**src/rtl/brt_pkg.sv**
```systemverilog
package brt_pkg;
    typedef enum logic [1:0] {
        BR_ABS  = 2'b00,
        BR_REL  = 2'b01,
        BR_IND  = 2'b10,
        BR_TRAP = 2'b11
    } br_mode_e;
endpackage

```
**src/rtl/brt_rel_add.sv**
```systemverilog
module brt_rel_add #(
    parameter int IP_W  = 16,
    parameter int OFF_W = 8
) (
    input  logic [IP_W-1:0]  next_ip,
    input  logic [OFF_W-1:0] rel_off,
    input  logic             long_insn,
    output logic [IP_W-1:0]  rel_ip,
    output logic             self_hit
);
    localparam int EXT_W = IP_W - OFF_W - 1;

    logic [IP_W-1:0] disp;
    logic [IP_W-1:0] own_addr;

    always_comb begin
        disp     = {{EXT_W{rel_off[OFF_W-1]}}, rel_off, 1'b0};
        rel_ip   = next_ip + disp;
        own_addr = next_ip - (long_insn ? IP_W'(4) : IP_W'(2));
        self_hit = (rel_ip == own_addr);
    end
endmodule

```
**src/rtl/brt_trap_vec.sv**
```systemverilog
module brt_trap_vec #(
    parameter int IP_W   = 16,
    parameter int TRAP_W = 7
) (
    input  logic [TRAP_W-1:0] trap_no,
    output logic [IP_W-1:0]   vec_ip
);
    localparam int SLOT_SH = 2;
    localparam int PAD_W   = IP_W - TRAP_W - SLOT_SH;

    assign vec_ip = {{PAD_W{1'b0}}, trap_no, {SLOT_SH{1'b0}}};
endmodule

```
**src/rtl/brt_sel.sv**
```systemverilog
module brt_sel
    import brt_pkg::*;
#(
    parameter int IP_W  = 16,
    parameter int SEG_W = 8
) (
    input  br_mode_e         mode,
    input  logic [SEG_W-1:0] cur_seg,
    input  logic [SEG_W-1:0] seg_lo,
    input  logic             seg_load,
    input  logic [IP_W-1:0]  abs_addr,
    input  logic [IP_W-1:0]  ind_val,
    input  logic [IP_W-1:0]  rel_ip,
    input  logic [IP_W-1:0]  vec_ip,
    output logic [IP_W-1:0]  raw_ip,
    output logic [SEG_W-1:0] raw_seg,
    output logic             raw_upd
);
    always_comb begin
        unique case (mode)
            BR_ABS: begin
                raw_ip  = abs_addr;
                raw_seg = seg_load ? seg_lo : cur_seg;
                raw_upd = seg_load;
            end
            BR_REL: begin
                raw_ip  = rel_ip;
                raw_seg = cur_seg;
                raw_upd = 1'b0;
            end
            BR_IND: begin
                raw_ip  = ind_val;
                raw_seg = cur_seg;
                raw_upd = 1'b0;
            end
            BR_TRAP: begin
                raw_ip  = vec_ip;
                raw_seg = '0;
                raw_upd = 1'b1;
            end
            default: begin
                raw_ip  = '0;
                raw_seg = cur_seg;
                raw_upd = 1'b0;
            end
        endcase
    end
endmodule

```
**src/rtl/brt_target_gen.sv**
```systemverilog
module brt_target_gen
    import brt_pkg::*;
#(
    parameter int IP_W   = 16,
    parameter int SEG_W  = 8,
    parameter int OFF_W  = 8,
    parameter int TRAP_W = 7,
    parameter int SOP_W  = 16
) (
    input  logic [1:0]        mode,
    input  logic [SEG_W-1:0]  cur_seg,
    input  logic [IP_W-1:0]   next_ip,
    input  logic [IP_W-1:0]   abs_addr,
    input  logic [OFF_W-1:0]  rel_off,
    input  logic [IP_W-1:0]   ind_val,
    input  logic [TRAP_W-1:0] trap_no,
    input  logic [SOP_W-1:0]  seg_op,
    input  logic              seg_load,
    input  logic              long_insn,
    output logic [SEG_W-1:0]  new_seg,
    output logic [IP_W-1:0]   new_ip,
    output logic              seg_upd,
    output logic              odd_trap,
    output logic              spin
);
    br_mode_e         mode_e;
    logic [IP_W-1:0]  rel_ip;
    logic             self_hit;
    logic [IP_W-1:0]  vec_ip;
    logic [IP_W-1:0]  raw_ip;
    logic [SEG_W-1:0] raw_seg;
    logic             raw_upd;
    logic [SEG_W-1:0] seg_lo;
    logic             unused_seg_hi;
    logic             odd_form;

    assign mode_e = br_mode_e'(mode);
    assign seg_lo = seg_op[SEG_W-1:0];

    generate
        if (SOP_W > SEG_W) begin : g_sop_hi
            assign unused_seg_hi = ^seg_op[SOP_W-1:SEG_W];
        end else begin : g_sop_fit
            assign unused_seg_hi = 1'b0;
        end
    endgenerate

    brt_rel_add #(.IP_W(IP_W), .OFF_W(OFF_W)) u_rel (
        .next_ip   (next_ip),
        .rel_off   (rel_off),
        .long_insn (long_insn),
        .rel_ip    (rel_ip),
        .self_hit  (self_hit)
    );

    brt_trap_vec #(.IP_W(IP_W), .TRAP_W(TRAP_W)) u_vec (
        .trap_no (trap_no),
        .vec_ip  (vec_ip)
    );

    brt_sel #(.IP_W(IP_W), .SEG_W(SEG_W)) u_sel (
        .mode     (mode_e),
        .cur_seg  (cur_seg),
        .seg_lo   (seg_lo),
        .seg_load (seg_load),
        .abs_addr (abs_addr),
        .ind_val  (ind_val),
        .rel_ip   (rel_ip),
        .vec_ip   (vec_ip),
        .raw_ip   (raw_ip),
        .raw_seg  (raw_seg),
        .raw_upd  (raw_upd)
    );

    // Output process: odd target in a form that can carry one overrides the selection
    always_comb begin
        odd_form = (mode_e == BR_ABS) || (mode_e == BR_IND);
        odd_trap = odd_form && raw_ip[0];
        if (odd_trap) begin
            new_ip  = next_ip;
            new_seg = cur_seg;
            seg_upd = 1'b0;
        end else begin
            new_ip  = raw_ip;
            new_seg = raw_seg;
            seg_upd = raw_upd;
        end
        spin = (mode_e == BR_REL) && self_hit;
    end
endmodule

```
**config.mk**
```make
export PLATFORM = sky130hd
export DESIGN_NAME = brt_target_gen
export DESIGN_NICKNAME = d
export VERILOG_FILES = /design/src/rtl/brt_pkg.sv /design/src/rtl/brt_rel_add.sv /design/src/rtl/brt_trap_vec.sv /design/src/rtl/brt_sel.sv /design/src/rtl/brt_target_gen.sv
export SDC_FILE = /design/constraint.sdc
export NUM_CORES = 1
export LEC_CHECK = 0
export BUFFER_PORTS_ARGS = -buffer_cell sky130_fd_sc_hd__clkbuf_2
export CAP_MARGIN = 10
export CORE_UTILIZATION = 45
export DETAILED_ROUTE_END_ITERATION = 6
export PLACE_DENSITY = 0.9
export SLEW_MARGIN = 30
export SYNTH_ARGS = -nofsm -noshare
export SYNTH_HDL_FRONTEND = slang
export SYNTH_HIERARCHICAL = 1
export SYNTH_SLANG_ARGS = --single-unit
export TNS_END_PERCENT = 100
```
**constraint.sdc**
```tcl
create_clock -name vclk -period 4.4
set_input_delay 0.44 -clock vclk [all_inputs]
set_output_delay 0.44 -clock vclk [all_outputs]
set_load 0.01 [all_outputs]
```
==> metrics <==
Crit path required time=3.96 ns; Hold Crit Start=next_ip[0]; WL final=6876 um; startpoint types=input pin; Flop pwr share=0; outcome=finished, final reports clean; Syn Inst Count=296; MaxCap Viol Count=0; Synth warnings=6; Chip Width=75.88 um; crit-path max FO=3; CP max stage cell=fa_1; Compound-Gate Fraction of Synth Area=0.2348; Final min period=3.597 ns; seq_cells=0; ANT cells=0; global-route wire length before repair=10,100 um; post-synthesis sequential area ratio=0; nets=497; register area=0 sq um; DIE HEIGHT=75.88 um; overflow left after global routing=0; Cell Count, Final, Fillers Out=452; pin count of the biggest net entering global routing=29; measured slew at the worst slew-check pin=0.6667 ns; multiplexer area fraction after synthesis=0.2364; pins over their slew limit=0; Core Box Area=5172 sq um; critical path class=in2out; Pint=0.2072 mW; Net Sw Frac=0.5066; Comb pwr share=1.000; Starting Density=0.4748; 1st-iter DRT viols=224; placed cell count=452; Die Area=5758 sq um; Synth area leaders=mux2_4 12%, ha_1 10%, a222oi_1 6.5%, mux2i_1 6.5%, xnor2_1 6.1%; Hold Crit Class=in2out; I/O Pins=118; # DRC=0; dpl hpwl=5657 um; top achievable clock speed=0.2780 GHz; Synth Area in XOR/XNOR=0.1289; delay-heaviest family, CP=compound AO/OA/AOI/OAI gates; RSZ-0062 raised after global routing=false; Setup WS post-layout=0.8031 ns; max incr delay on CP=0.44 ns; setup TNS=0 ns; PD cells=145.5 nW/um^2; Tot GR Track Use=0.2196; layout cells sized above 1=0.3953; Synth top area share=0.1161; critical path endpoint category=output port; final setup violating endpoints=0; Final Cycle Share=0.8175; Rel. slew slack=0.5555; FILL cells=474; maximum VDD drop=55.41 uV; sw power=0.2128 mW; most common cell after layout, fill and taps aside=clkbuf_2; Hold Vio Cnt, Final=0; largest family of logic cells by synthesized area=multiplexers; Post CTS Setup Buffer Count=0; # hold bufs at CTS=0; DRT Pass-1 Iters=7; number of I/O port buffers=110; post-CTS resize count=0; area leader, netlist=mux2_4; Adder-Cell Fraction of Synth Area=0.1182; antenna viol nets, final=0; simple-gate area share of the yosys netlist=0.1421; Via Count=2,598; Area Growth Syn to Fin=17.52%; crit-path cells=clkbuf_2 > ha_1 > fa_1 > a21oi_2 > o221ai_2 > a211o_1 > a211oi_2 > xnor3_1 > nand4_1 > a211oi_2 > and3b_1 > clkbuf_2; CP bufs+invs=2; Post-Syn Area=2456 sq um; most frequent cells in the layout=110 x clkbuf_2, 25 x inv_1, 20 x ha_1; Setup Slack @ Placement=0.8271 ns; clock share of power=0; Syn Area/Cell=8.298 sq um; Row Count=26; Vias/cell=5.748; CLK BUF=0; Critical Path Start=next_ip[1]; GPL Wtd Cong=0.8915; Netlist cell types=54; initial antenna violation count=0; Leakage=1.525 nW; Arr. time, crit path=3.16 ns; vias in the first global route=2,340; routed len/inst=15.21 um
==> metrics by stage <==
step,cell area (sq um),util,total power [mW],hold slack (ns)
after floorplan,2486,-,0.3070,1.013
after global placement,2887,0.5581,0.4022,1.196
after detailed placement,2887,0.5581,0.4138,1.199
after CTS,2887,0.5581,0.4159,1.203
after global routing,2887,0.5581,0.4565,1.235
final,2887,0.5581,0.4200,1.208
==> metal layers <==
metal | share of wire | vias up | GRT usage
met5 | 0 | - | 0
met4 | 0.017 | 0 | 0.04733
met3 | 0.068 | 14 | 0.01455
met2 | 0.48 | 117 | 0.4287
met1 | 0.43 | 1204 | 0.2586
li1 | - | 1263 | -
==> cells by family (layout without fill, tap and decap cells) <==
group | Yosys count | count (layout)
AO/OA/AOI/OAI | 72 | 72
AND/OR/NAND/NOR | 63 | 63
buffers and inverters | 58 | 136
multiplexers | 47 | 47
XOR/XNOR | 33 | 33
adder cells (fa/ha/maj) | 22 | 22
other | 1 | 9
==> final timing paths <==
| check | end | slack [ns] | cells after the start |
|---|---|---|---|
| setup / recovery | spin | 0.80 | 12 |
| hold / removal | new_ip[0] | 1.21 | 3 |
==> layout make-up <==
cell class | instances | area (sq um) | share of cell area
inverter | 25 | 93.84 | 0.03251
multi-input combinational | 246 | 2147 | 0.7438
tap | 70 | 87.58 | 0.03034
timing repair buffer | 111 | 558.0 | 0.1933
==> cell usage after synthesis, drive strengths merged, types with 2 or more instances <==
cell type and count:
a211oi 6, a21o 8, a21oi 14, a222oi 16
a22o 7, and2 4, and3 2, and3b 2
buf 28, clkbuf 5, fa 2, ha 20
inv 25, mux2 31, mux2i 16, nand2 10
nand2b 3, nand3 6, nand4 4, nor2 11
nor2b 3, nor3 10, nor3b 3, nor4 2
o211ai 2, o21ai 8, xnor2 17, xnor3 2
xor2 14
==> power by group through the flow <==
stage          logic (mW)  registers [mW]  clock network, mW
6_report            0.420               0                  0
5_1_grt             0.456               0                  0
4_1_cts             0.416               0                  0
3_5_place_dp        0.414               0                  0
3_3_place_gp        0.402               0                  0
2_1_floorplan       0.307               0                  0
No activity file was read; power rests on OpenSTA's default activity.
